<file path="src/rtl/dtim_pkg.sv">
package dtim_pkg;

    // word indices (byte offset / 4) of the register map
    localparam int WA_CNT_LO   = 4;
    localparam int WA_CNT_HI   = 5;
    localparam int WA_PRD_LO   = 6;
    localparam int WA_PRD_HI   = 7;
    localparam int WA_ENABLE   = 8;
    localparam int WA_GLOBAL   = 9;
    localparam int WA_CMP_BASE = 24;

    // mode-field positions inside the enable word
    localparam int LO_EN_LSB = 6;
    localparam int HI_EN_LSB = 22;

    // global control fields
    localparam int GC_MODE_LSB = 2;
    localparam int GC_W        = 4;

    // mode-field encodings
    localparam logic [1:0] EN_OFF  = 2'd0;
    localparam logic [1:0] EN_ONCE = 2'd1;
    localparam logic [1:0] EN_LOOP = 2'd2;

    // timer mode that lets the counters run
    localparam logic [1:0] TM_SPLIT32 = 2'd1;

endpackage

</file>
<file path="src/rtl/dtim_counter.sv">
module dtim_counter import dtim_pkg::*; #(
    parameter int W = 32
) (
    input  logic         clk,
    input  logic         rst_n,
    input  logic         hold,
    input  logic         run,
    input  logic [1:0]   mode,
    input  logic         wr_en,
    input  logic [W-1:0] wr_data,
    input  logic [W-1:0] period,
    output logic [W-1:0] count,
    output logic         tick_irq,
    output logic         once_done
);

    typedef struct packed {
        logic [W-1:0] cnt;
        logic         irq;
    } cnt_st_t;

    cnt_st_t st_d, st_q;
    logic    live;

    assign live = run && (mode == EN_ONCE || mode == EN_LOOP);

    always_comb begin
        st_d      = st_q;
        st_d.irq  = 1'b0;
        once_done = 1'b0;
        if (hold) begin
            st_d.cnt = '0;
        end else if (wr_en) begin
            st_d.cnt = wr_data;
        end else if (live) begin
            if (st_q.cnt == period) begin
                st_d.irq = 1'b1;
                if (mode == EN_LOOP) begin
                    st_d.cnt = '0;
                end else begin
                    once_done = 1'b1;
                end
            end else begin
                st_d.cnt = st_q.cnt + 1'b1;
            end
        end
    end

    always_ff @(posedge clk) begin
        if (!rst_n) begin
            st_q <= '0;
        end else begin
            st_q <= st_d;
        end
    end

    assign count    = st_q.cnt;
    assign tick_irq = st_q.irq;

endmodule

</file>
<file path="src/rtl/dtim_cmp_bank.sv">
module dtim_cmp_bank #(
    parameter int W     = 32,
    parameter int N     = 8,
    localparam int IDX_W = (N > 1) ? $clog2(N) : 1
) (
    input  logic             clk,
    input  logic             rst_n,
    input  logic             wr_en,
    input  logic [IDX_W-1:0] wr_idx,
    input  logic [W-1:0]     wr_data,
    input  logic [IDX_W-1:0] rd_idx,
    output logic [W-1:0]     rd_data,
    input  logic [W-1:0]     count,
    input  logic             active,
    output logic             irq
);

    typedef struct packed {
        logic [N-1:0][W-1:0] ent;
        logic                irq;
    } bank_st_t;

    bank_st_t    st_d, st_q;
    logic [N-1:0] hit;

    genvar i;
    generate
        for (i = 0; i < N; i++) begin : g_match
            assign hit[i] = (st_q.ent[i] == count);
        end
    endgenerate

    always_comb begin
        st_d     = st_q;
        st_d.irq = active && (|hit);
        if (wr_en) begin
            st_d.ent[wr_idx] = wr_data;
        end
    end

    always_ff @(posedge clk) begin
        if (!rst_n) begin
            st_q <= '0;
        end else begin
            st_q <= st_d;
        end
    end

    assign rd_data = st_q.ent[rd_idx];
    assign irq     = st_q.irq;

endmodule

</file>
<file path="src/rtl/dual_up_timer.sv">
module dual_up_timer import dtim_pkg::*; #(
    parameter int W       = 32,
    parameter int ADDR_W  = 8,
    parameter int NUM_CMP = 8
) (
    input  logic              clk,
    input  logic              rst_n,
    input  logic [ADDR_W-1:0] bus_addr,
    input  logic              bus_we,
    input  logic [W-1:0]      bus_wdata,
    output logic [W-1:0]      bus_rdata,
    output logic              irq_lo,
    output logic              irq_hi,
    output logic              irq_cmp
);

    localparam int WORD_W = ADDR_W - 2;
    localparam int IDX_W  = (NUM_CMP > 1) ? $clog2(NUM_CMP) : 1;
    localparam logic [WORD_W-1:0] A_CNT_LO = WORD_W'(WA_CNT_LO);
    localparam logic [WORD_W-1:0] A_CNT_HI = WORD_W'(WA_CNT_HI);
    localparam logic [WORD_W-1:0] A_PRD_LO = WORD_W'(WA_PRD_LO);
    localparam logic [WORD_W-1:0] A_PRD_HI = WORD_W'(WA_PRD_HI);
    localparam logic [WORD_W-1:0] A_ENABLE = WORD_W'(WA_ENABLE);
    localparam logic [WORD_W-1:0] A_GLOBAL = WORD_W'(WA_GLOBAL);
    localparam logic [WORD_W-1:0] A_CMP    = WORD_W'(WA_CMP_BASE);

    typedef struct packed {
        logic [1:0][W-1:0] prd;
        logic [1:0][1:0]   en;
        logic [GC_W-1:0]   gcr;
    } regs_t;

    regs_t r_d, r_q;

    logic [WORD_W-1:0] word, cmp_off;
    logic              aligned, in_cmp, run, cmp_active;
    logic [IDX_W-1:0]  cmp_idx;
    logic [1:0]        rel, wr_cnt, done, irq_per;
    logic [1:0][W-1:0] cnt;
    logic [W-1:0]      cmp_rd;

    assign word    = bus_addr[ADDR_W-1:2];
    assign aligned = (bus_addr[1:0] == 2'b00);
    assign cmp_off = word - A_CMP;
    assign in_cmp  = aligned && (word >= A_CMP) && (cmp_off < WORD_W'(NUM_CMP));
    assign cmp_idx = cmp_off[IDX_W-1:0];
    assign run     = (r_q.gcr[GC_MODE_LSB+:2] == TM_SPLIT32);

    genvar h;
    generate
        for (h = 0; h < 2; h++) begin : g_half
            assign rel[h]    = r_q.gcr[h];
            assign wr_cnt[h] = bus_we && aligned && (word == ((h == 0) ? A_CNT_LO : A_CNT_HI));

            dtim_counter #(.W(W)) u_cnt (
                .clk       (clk),
                .rst_n     (rst_n),
                .hold      (!rel[h]),
                .run       (run),
                .mode      (r_q.en[h]),
                .wr_en     (wr_cnt[h]),
                .wr_data   (bus_wdata),
                .period    (r_q.prd[h]),
                .count     (cnt[h]),
                .tick_irq  (irq_per[h]),
                .once_done (done[h])
            );
        end
    endgenerate

    assign cmp_active = rel[0] && run && (r_q.en[0] == EN_ONCE || r_q.en[0] == EN_LOOP);

    dtim_cmp_bank #(.W(W), .N(NUM_CMP)) u_cmp (
        .clk     (clk),
        .rst_n   (rst_n),
        .wr_en   (bus_we && in_cmp),
        .wr_idx  (cmp_idx),
        .wr_data (bus_wdata),
        .rd_idx  (cmp_idx),
        .rd_data (cmp_rd),
        .count   (cnt[0]),
        .active  (cmp_active),
        .irq     (irq_cmp)
    );

    // next register state: one-shot completion clears the field, a bus write wins
    always_comb begin
        r_d = r_q;
        for (int k = 0; k < 2; k++) begin
            if (done[k]) begin
                r_d.en[k] = EN_OFF;
            end
        end
        if (bus_we && aligned) begin
            case (word)
                A_PRD_LO: r_d.prd[0] = bus_wdata;
                A_PRD_HI: r_d.prd[1] = bus_wdata;
                A_ENABLE: begin
                    r_d.en[0] = bus_wdata[LO_EN_LSB+:2];
                    r_d.en[1] = bus_wdata[HI_EN_LSB+:2];
                end
                A_GLOBAL: r_d.gcr = bus_wdata[GC_W-1:0];
                default: ;
            endcase
        end
    end

    always_ff @(posedge clk) begin
        if (!rst_n) begin
            r_q <= '0;
        end else begin
            r_q <= r_d;
        end
    end

    always_comb begin
        bus_rdata = '0;
        if (aligned) begin
            case (word)
                A_CNT_LO: bus_rdata = cnt[0];
                A_CNT_HI: bus_rdata = cnt[1];
                A_PRD_LO: bus_rdata = r_q.prd[0];
                A_PRD_HI: bus_rdata = r_q.prd[1];
                A_ENABLE: begin
                    bus_rdata[LO_EN_LSB+:2] = r_q.en[0];
                    bus_rdata[HI_EN_LSB+:2] = r_q.en[1];
                end
                A_GLOBAL: bus_rdata[GC_W-1:0] = r_q.gcr;
                default:  if (in_cmp) bus_rdata = cmp_rd;
            endcase
        end
    end

    assign irq_lo = irq_per[0];
    assign irq_hi = irq_per[1];

endmodule

</file>
<file path="config.mk">
export PLATFORM = sky130hd
export DESIGN_NAME = dual_up_timer
export DESIGN_NICKNAME = d
export VERILOG_FILES = /design/src/rtl/dtim_pkg.sv /design/src/rtl/dtim_counter.sv /design/src/rtl/dtim_cmp_bank.sv /design/src/rtl/dual_up_timer.sv
export SDC_FILE = /design/constraint.sdc
export NUM_CORES = 1
export LEC_CHECK = 0
export ABC_AREA = 1
export BUFFER_PORTS_ARGS = -buffer_cell sky130_fd_sc_hd__buf_2
export CAP_MARGIN = 20
export CELL_PAD_IN_SITES_DETAIL_PLACEMENT = 1
export CELL_PAD_IN_SITES_GLOBAL_PLACEMENT = 1
export CORE_ASPECT_RATIO = 1.5
export CORE_UTILIZATION = 45
export DETAILED_ROUTE_END_ITERATION = 6
export PLACE_DENSITY_LB_ADDON = 0.1
export SYNTH_ARGS = -nofsm -noshare
export SYNTH_HDL_FRONTEND = slang
export SYNTH_HIERARCHICAL = 1
export SYNTH_SLANG_ARGS = --single-unit
</file>
<file path="constraint.sdc">
create_clock -name clk -period 3 [get_ports clk]
set_clock_uncertainty 0.05 [all_clocks]
set_input_delay 0.6 -clock clk [delete_from_list [all_inputs] [get_ports clk]]
set_output_delay 0.6 -clock clk [all_outputs]
set_load 0.01 [all_outputs]
</file>
==> reports/qor.csv, run 1 <==
metric,value,unit
core,57000,um2
grt.total_usage,0.373,
root_buffer,clkbuf_16,
final.min_clock_period,2.96,ns
rows,107,
path_max_fanout,11,
cts.hold.buffers_added,0,
layout.nets,4304,
diodes,0,
synth.net_count,4252,
ys_types,38,
synth-seq-area-share,0.304,
vias,28000,
hold_path.class,in -> reg,
irDropWorstVdd,436,uV
drt-initial-drc-count,1347,
p_per_area,415,nW/um2
power.total,12200,uW
antenna_found_initial,1,
critPathCaptureType,output pin,
required,2.35,ns
fmax,338,MHz
crit_path_start_kind,input port,
hold_viol,0,
cp.arrival,2.31,ns
numCtsBuffers,45,
grt_pass1_wl,165000,um
syn_inst,4204,
path_cells,buf_12 > inv_8 > buf_12 > buf_12 > o21ai_0 > o22ai_1 > nor2_1 > a31oi_1 > buf_4 > nand3_1 > nand2_1 > nand2_1 > nor2_1 > buf_2,
crit_slowest_cell,a31oi_1,
cts_tree,built,
fin_crit_sh,0.987,
worstMarginPinSlew,0.902,ns
initial_core_util,0.457,
cap_violations,0,
path_clk_slew,0.06,ns
critPathTopFamily,buffers and inverters,
io_buffers,77,
die_x,198,um
status,completed,
ioPinCount,78,
netlist_area,26100,um2
drive_above_1_share,0.122,
synth_edf_count,0,
placed_area,27700,um2
syn2layout_area_growth,13.3,%
final_common_cell,nor2_1,
cts-htree-levels,2,
drc,0,
drt_pre_antenna_iters,5,
overflow,0,
dp_hpwl,81700,um
cts.sinks,395,
gp_congestion,0.930,
grt_max_degree,71,
wl,111000,um
ys_dominant_reg_cell,dfxtp_1,
vias_per_cell,5.55,
syn-mean-instance-area,6.20,um2
slowest_delay,0.20,ns
setup_viol,0,
die_area,58900,um2
final_util,0.517,
relSlewSlack,0.398,
clock_latency,0.60,ns
postRouteAntennaNets,0,
ys_warn_count,6,
critical_path_class,in -> out,
clockBufferDepth,3,
leakagePower,0.0139,uW
drv_slew,0,
wl_per_cell,22.0,um
cp.buffers_inverters,6,
grt_setup_unrepaired,true,
postLayoutCellArea,29500,um2
postSynth.asyncResetShare,0,
final_cell_mix,"nor2_1 (1013), nand2_1 (984), o21ai_0 (397), dfxtp_1 (390), xnor2_1 (278)",
synth-seq-cells,395,
critical_path.most_common_cell,buf_12,
die_y,297,um
grt_pass1_vias,28400,
-- worst paths after layout --
kind	start	to	slack, ns	cells after the start
worst min-delay path	bus_wdata[13]	r_q[53]$_SDFFE_PN0P_	0.37	3
worst min register to register	r_q[3]$_SDFFE_PN0P_	r_q[3]$_SDFFE_PN0P_	0.44	2
worst max register to register	r_q[4]$_SDFF_PN0_	g_half[0].u_cnt/count[31]$_SDFFE_PP0P_	0.42	9
worst max-delay path	bus_addr[2]	bus_rdata[25]	0.04	14
-- repair_timing --
| action | in CTS | in global routing |
|---|---|---|
| pin swaps | 2 | 12 |
| cloned | 1 | 4 |
| hold endpoints to repair | 0 | 0 |
| resized for setup | 7 | 38 |
| setup buffers | 0 | 4 |
| setup endpoints to repair | 3 | 24 |
-- cells by family after synthesis --
family                     synth area share
xor gates and xnor gates              0.107
adders and majority gates           0.00240
DFF                                   0.304
buffers and inverters                0.0979
AOI/OAI and AO/OA                     0.123
and+or+nand+nor                       0.365
-- stage by stage --
step	setup TNS, ns	hold WS [ns]	std cells	setup slack, ns
3_5_place_dp	-0.217	0.429	4963	-0.147
5_1_grt	-0.0352	0.385	5050	-0.0220
6_report	0	0.368	5050	0.0402
2_1_floorplan	0	0.394	4204	0.480
3_3_place_gp	-0.193	0.415	4963	-0.144
4_1_cts	0	0.345	5042	0.0109
-- registers in the layout (all words and copies together), names as in the netlist --
| name | cells |
|---|---|
| g_half.u_cnt/count | 64 |
| g_half.u_cnt/tick_irq | 2 |
| r_q | 72 |
| u_cmp/irq | 1 |
| u_cmp/st_q | 256 |
-- where the power goes --
part           internal, uW  switching, uW  leakage (uW)
Sequential             5250           10.3       0.00318
Clock                  3500           2440      0.000754
Combinational           335            706       0.00995
Total                  9090           3150        0.0139
-- per-layer routing --
metal / global-route usage / vias to the layer above / part of all wire
met1: 0.409 / 13700 / 0.38
met4: 0.251 / 2 / 0.074
met5: 0 / - / 0.000081
met2: 0.679 / 797 / 0.51
li1: - / 13200 / -
met3: 0.0338 / 352 / 0.037
-- synthesized netlist by cell type (32+ instances only) --
master	n	area (um2)
a21oi_1	102	510
a31oi_1	32	200
buf_2	123	616
buf_6	43	484
clkbuf_1	69	259
dfxtp_1	395	7910
inv_1	205	769
nand2_1	987	3700
nand3_1	203	1020
nor2_1	1027	3850
nor2_2	93	582
o21ai_0	401	2010
o21ai_1	58	290
o22ai_1	32	200
xnor2_1	278	2430
xor2_1	38	333
-- worst reg2reg max path, stage by stage, from the launching register on --
cell     delay (ns)
dfxtp_1        0.42
inv_1          0.07
ha_1           0.29
nor2_1         0.18
inv_1          0.09
nor2_2         0.69
nand2_1        0.38
nor2_1         0.17
nor2_1         0.07
nor2_1         0.11
-- cell type report --
cell class	instances	area, um2
fillers	7963	27500
multi-input cells	3301	15700
flip-flops and latches	395	7910
repair buffers	280	2520
clock buffers	66	1340
well taps	763	955
inverters	233	895
clock inverters	12	189
No activity file was read; power rests on OpenSTA's default activity.
==> run 2, diff against run 1 <==
==> constraint.sdc (replaced) <==
create_clock -name clk -period 3 [get_ports clk]
set_clock_uncertainty 0.05 [all_clocks]
set_input_delay 0.3 -clock clk [delete_from_list [all_inputs] [get_ports clk]]
set_output_delay 0.3 -clock clk [all_outputs]
set_load 0.01 [all_outputs]
==> reports/qor.csv, run 2 (synthesized netlist as in run 1, its figures left out) <==
metric,value,unit
status,completed,
cap_violations,0,
cts_resized,0,
grt_max_degree,92,
rows,107,
syn2layout_area_growth,8.98,%
required,2.65,ns
seqPwrFrac,0.439,
stdcell_count,4972,
cts-htree-levels,2,
num-fill-cells,7890,
core,57000,um2
clockBufferDepth,3,
largest_register_ffs,256,
critPathCaptureType,output pin,
path_max_fanout,3,
grt_pass1_wl,164000,um
hold_path.class,in -> reg,
drt_pre_antenna_iters,5,
worstMarginPinSlew,1.02,ns
multiInputGateArea,15600,um2
cts.sinks,395,
post-place-cells,4892,
fin_setup_tns,0,ns
crit_path_start_kind,register,
vias,27400,
numCtsBuffers,46,
drv_slew,0,
grt_setup_unrepaired,false,
path_clk_slew,0.06,ns
initial_core_util,0.457,
regArea,7910,um2
overflow,0,
grt_util_met1,0.416,
wl_per_cell,21.8,um
vias_per_cell,5.52,
layout.nets,4225,
placed_area,26900,um2
critical_path_class,reg -> out,
hold_ws,0.0818,ns
regMostFlops,u_cmp/st_q,
postRouteAntennaNets,0,
final_util,0.498,
die_x,198,um
post_cts_buffers,0,
p_per_area,422,nW/um2
final.min_clock_period,2.80,ns
grt_pass1_vias,27700,
grt_util_met3,0.0345,
cts.hold.buffers_added,0,
irDropWorstVdd,417,uV
fmax,357,MHz
wl,108000,um
final_cell_mix,"nor2_1 (1022), nand2_1 (987), o21ai_0 (401), dfxtp_1 (395), xnor2_1 (278)",
die_y,297,um
die_area,58900,um2
cp.arrival,2.45,ns
root_buffer,clkbuf_16,
gp_congestion,0.926,
dp_hpwl,78300,um
ioPinCount,78,
io_buffers,77,
postLayoutCellArea,28400,um2
hold_viol,0,
swShare,0.262,
antenna_found_initial,0,
power.internal,8840,uW
clock_latency,0.60,ns
grt.total_usage,0.369,
p_sw,3140,uW
relSlewSlack,0.319,
setup_viol,0,
leakagePower,0.0133,uW
drive_above_1_share,0.100,
drc,0,
combPwrFrac,0.074,
cts_tree,built,
grt.met2_usage,0.668,
grt-busiest-layer,met2,
fin_crit_sh,0.933,
clock_power_share,0.486,
final_common_cell,nor2_1,
drt-initial-drc-count,1481,
-- run 2: cell count changes in the layout (fill, tap and decap cells not counted), moves of 7 or more --
cell / change
buf_12: -24
buf_6: -7
nor2_2: -7
nor2_1: +9
buf_4: -45
-- run 2: area by class of cell --
cell class                      count  area share
Multi-Input combinational cell   3301       0.551
Sequential cell                   395       0.278
Timing Repair Buffer              200      0.0527
Clock buffer                       69      0.0489
Tap cell                          763      0.0336
Inverter                          233      0.0312
Clock inverter                     10     0.00449
Antenna cell                        1   0.0000881
-- run 2: final timing paths --
| kind | start | end | slack, ns | cells past startpoint |
|---|---|---|---|---|
| max | u_cmp/st_q[196]$_SDFFE_PN0P_ | bus_rdata[3] | 0.20 | 9 |
| min | bus_wdata[21] | u_cmp/st_q[54]$_SDFFE_PN0P_ | 0.08 | 3 |
| max reg2reg | r_q[4]$_SDFF_PN0_ | g_half[0].u_cnt/count[2]$_SDFFE_PP0P_ | 0.40 | 10 |
| min reg2reg | r_q[1]$_SDFFE_PN0P_ | r_q[1]$_SDFFE_PN0P_ | 0.44 | 2 |
-- run 2: layer usage --
| metal | vias up | wire (um) |
|---|---|---|
| met5 | - | 0 |
| li1 | 13100 | - |
| met4 | 0 | 6970 |
| met1 | 13400 | 43000 |
| met2 | 664 | 54900 |
| met3 | 258 | 3480 |
-- run 2: stage by stage --
stage               total power (uW)  worst slack (ns)
floorplan                       5870             0.780
global placement                6240             0.274
detailed placement              6250             0.224
CTS                            12100             0.258
global route                   12300             0.143
finish                         12000             0.201
-- run 2: power groups by stage --
| stage | clock [uW] | sequential, uW | combinational [uW] |
|---|---|---|---|
| 5_1_grt | 6100 | 5260 | 938 |
| 6_report | 5830 | 5260 | 888 |
| 2_1_floorplan | 0 | 5380 | 494 |
| 3_5_place_dp | 0 | 5380 | 866 |
| 4_1_cts | 5920 | 5260 | 870 |
| 3_3_place_gp | 0 | 5380 | 864 |
-- run 2: worst max-delay path: stages, from the launching register on --
cell     delay (ns)
dfxtp_1        0.37
o21ai_0        0.12
o22ai_1        0.25
nor2_1         0.07
a31oi_1        0.33
nand3_1        0.12
nand2_1        0.08
nand2_1        0.10
a21oi_1        0.24
buf_2          0.18
==> run 3, diff against run 2 <==
- BUFFER_PORTS_ARGS: -buffer_cell sky130_fd_sc_hd__buf_2 -> -buffer_cell sky130_fd_sc_hd__buf_4
==> reports/qor.csv, run 3 (synthesized netlist as in run 1, its figures left out) <==
metric,value,unit
status,completed,
final.min_clock_period,2.87,ns
fin_setup_tns,0,ns
grt_setup_unrepaired,false,
combPwrFrac,0.074,
dp_hpwl,78200,um
clockBufferDepth,3,
vias,27500,
gp_congestion,0.909,
seqPwrFrac,0.437,
regMostFlops,u_cmp/st_q,
p_sw,3160,uW
rrSetupSlack,0.47,ns
swShare,0.262,
postRouteAntennaNets,0,
fmax,349,MHz
fin_crit_sh,0.955,
required,2.65,ns
drt-initial-drc-count,1554,
hold_viol,0,
core,57000,um2
crit_path_start_kind,register,
diodes,0,
critPathCaptureType,output pin,
cp.arrival,2.52,ns
power.internal,8880,uW
p_per_area,421,nW/um2
die_y,297,um
initial_core_util,0.457,
vias_per_cell,5.53,
worstMarginPinSlew,1.02,ns
cts_resized,0,
numCtsBuffers,45,
reg2reg_to,g_half[0].u_cnt/count[30]$_SDFFE_PP0P_,
syn2layout_area_growth,9.67,%
drv_slew,0,
timing.rr.start,r_q[2]$_SDFFE_PN0P_,
grt_pass1_vias,27800,
setup_viol,0,
drive_above_1_share,0.100,
overflow,0,
wl_per_cell,21.8,um
critPathLaunch,u_cmp/st_q[199]$_SDFFE_PN0P_,
die_x,198,um
reg2regPathDepth,10,
irDropWorstVdd,336,uV
die_area,58900,um2
path_clk_slew,0.06,ns
critical_path_class,reg -> out,
crit_path_end,bus_rdata[6],
grt_pass1_wl,163000,um
relSlewSlack,0.319,
cts.sinks,395,
hold_path.class,in -> reg,
clock_power_share,0.488,
grt_max_degree,152,
grt.total_usage,0.367,
clock_latency,0.60,ns
rows,107,
cts-htree-levels,2,
ioPinCount,78,
drt_pre_antenna_iters,5,
root_buffer,clkbuf_16,
leakagePower,0.0134,uW
final_common_cell,nor2_1,
cts_tree,built,
largest_register_ffs,256,
final_cell_mix,"nor2_1 (1022), nand2_1 (987), o21ai_0 (401), dfxtp_1 (395), xnor2_1 (278)",
antenna_found_initial,0,
io_buffers,77,
drc,0,
path_max_fanout,3,
final_util,0.501,
wl,108000,um
layout.nets,4223,
cap_violations,0,
==> run 3: cell types whose count changed in the layout (fill, tap and decap cells not counted), moves of 2 or more <==
cell / delta
buf_2: -75
buf_4: +72
clkinv_2: +9
clkbuf_8: -6
bufinv_16: +2
clkinv_8: -2
clkinvlp_4: -2
inv_6: +2
==> run 3: area by class of cell <==
| class | instances | area [um2] |
|---|---|---|
| fillers | 7984 | 28500 |
| multi-input cells | 3301 | 15600 |
| flip-flops and latches | 395 | 7910 |
| repair buffers | 199 | 1690 |
| clock buffers | 63 | 1310 |
| well taps | 763 | 955 |
| inverters | 233 | 885 |
| clock inverters | 19 | 203 |
==> run 3: how the worst min path moves through the flow <==
| stage | from | end | slack [ns] | cells past startpoint |
|---|---|---|---|---|
| floorplan | bus_wdata[19] | u_cmp/st_q[52]$_SDFFE_PN0P_ | 0.38 | 2 |
| global placement | r_q[1]$_SDFFE_PN0P_ | r_q[1]$_SDFFE_PN0P_ | 0.43 | 2 |
| detailed placement | r_q[1]$_SDFFE_PN0P_ | r_q[1]$_SDFFE_PN0P_ | 0.42 | 2 |
| CTS | bus_wdata[19] | r_q[59]$_SDFFE_PN0P_ | 0.0005 | 3 |
| global route | bus_wdata[15] | r_q[23]$_SDFFE_PN0P_ | 0.03 | 3 |
| finish | bus_wdata[15] | r_q[23]$_SDFFE_PN0P_ | 0.03 | 3 |
==> run 3: per-stage QoR <==
| step | worst slack (ns) | instances | instance area, um2 | power (uW) | hold WS, ns |
|---|---|---|---|---|---|
| 4_1_cts | 0.186 | 4973 | 28600 | 12100 | 0.000464 |
| 5_1_grt | 0.113 | 4973 | 28600 | 12300 | 0.0289 |
| 3_3_place_gp | 0.319 | 4890 | 27100 | 6250 | 0.426 |
| 6_report | 0.134 | 4973 | 28600 | 12000 | 0.0270 |
| 2_1_floorplan | 0.780 | 4204 | 26100 | 5870 | 0.385 |
| 3_5_place_dp | 0.283 | 4890 | 27100 | 6250 | 0.419 |
==> run 3: timing repair <==
action,in CTS,in global routing
setup buffers,0,0
hold buffers,1,0
endpoints found under the hold margin,1,0
==> run 3: routing by layer <==
layer / track usage / up-vias / routed length (um)
li1: - / 13100 / -
met1: 0.408 / 13300 / 42600
met2: 0.656 / 729 / 53800
met3: 0.0393 / 319 / 4290
met4: 0.246 / 0 / 7690
met5: 0 / - / 0
==> run 3: power groups by stage <==
stage | Clock [uW] | Combinational, uW | Sequential [uW]
final | 5880 | 894 | 5260
after global routing | 6110 | 947 | 5260
after CTS | 5960 | 876 | 5260
after detailed placement | 0 | 870 | 5380
after global placement | 0 | 865 | 5380
after floorplan | 0 | 494 | 5380
==> run 3: critical path, cell delays in order, from the launching register on <==
cell	delay, ns
dfxtp_1	0.38
o21ai_0	0.11
o22ai_1	0.23
nor2_1	0.07
a31oi_1	0.38
nand3_1	0.17
nand2_1	0.10
nand2_1	0.08
a21oi_1	0.23
buf_4	0.17
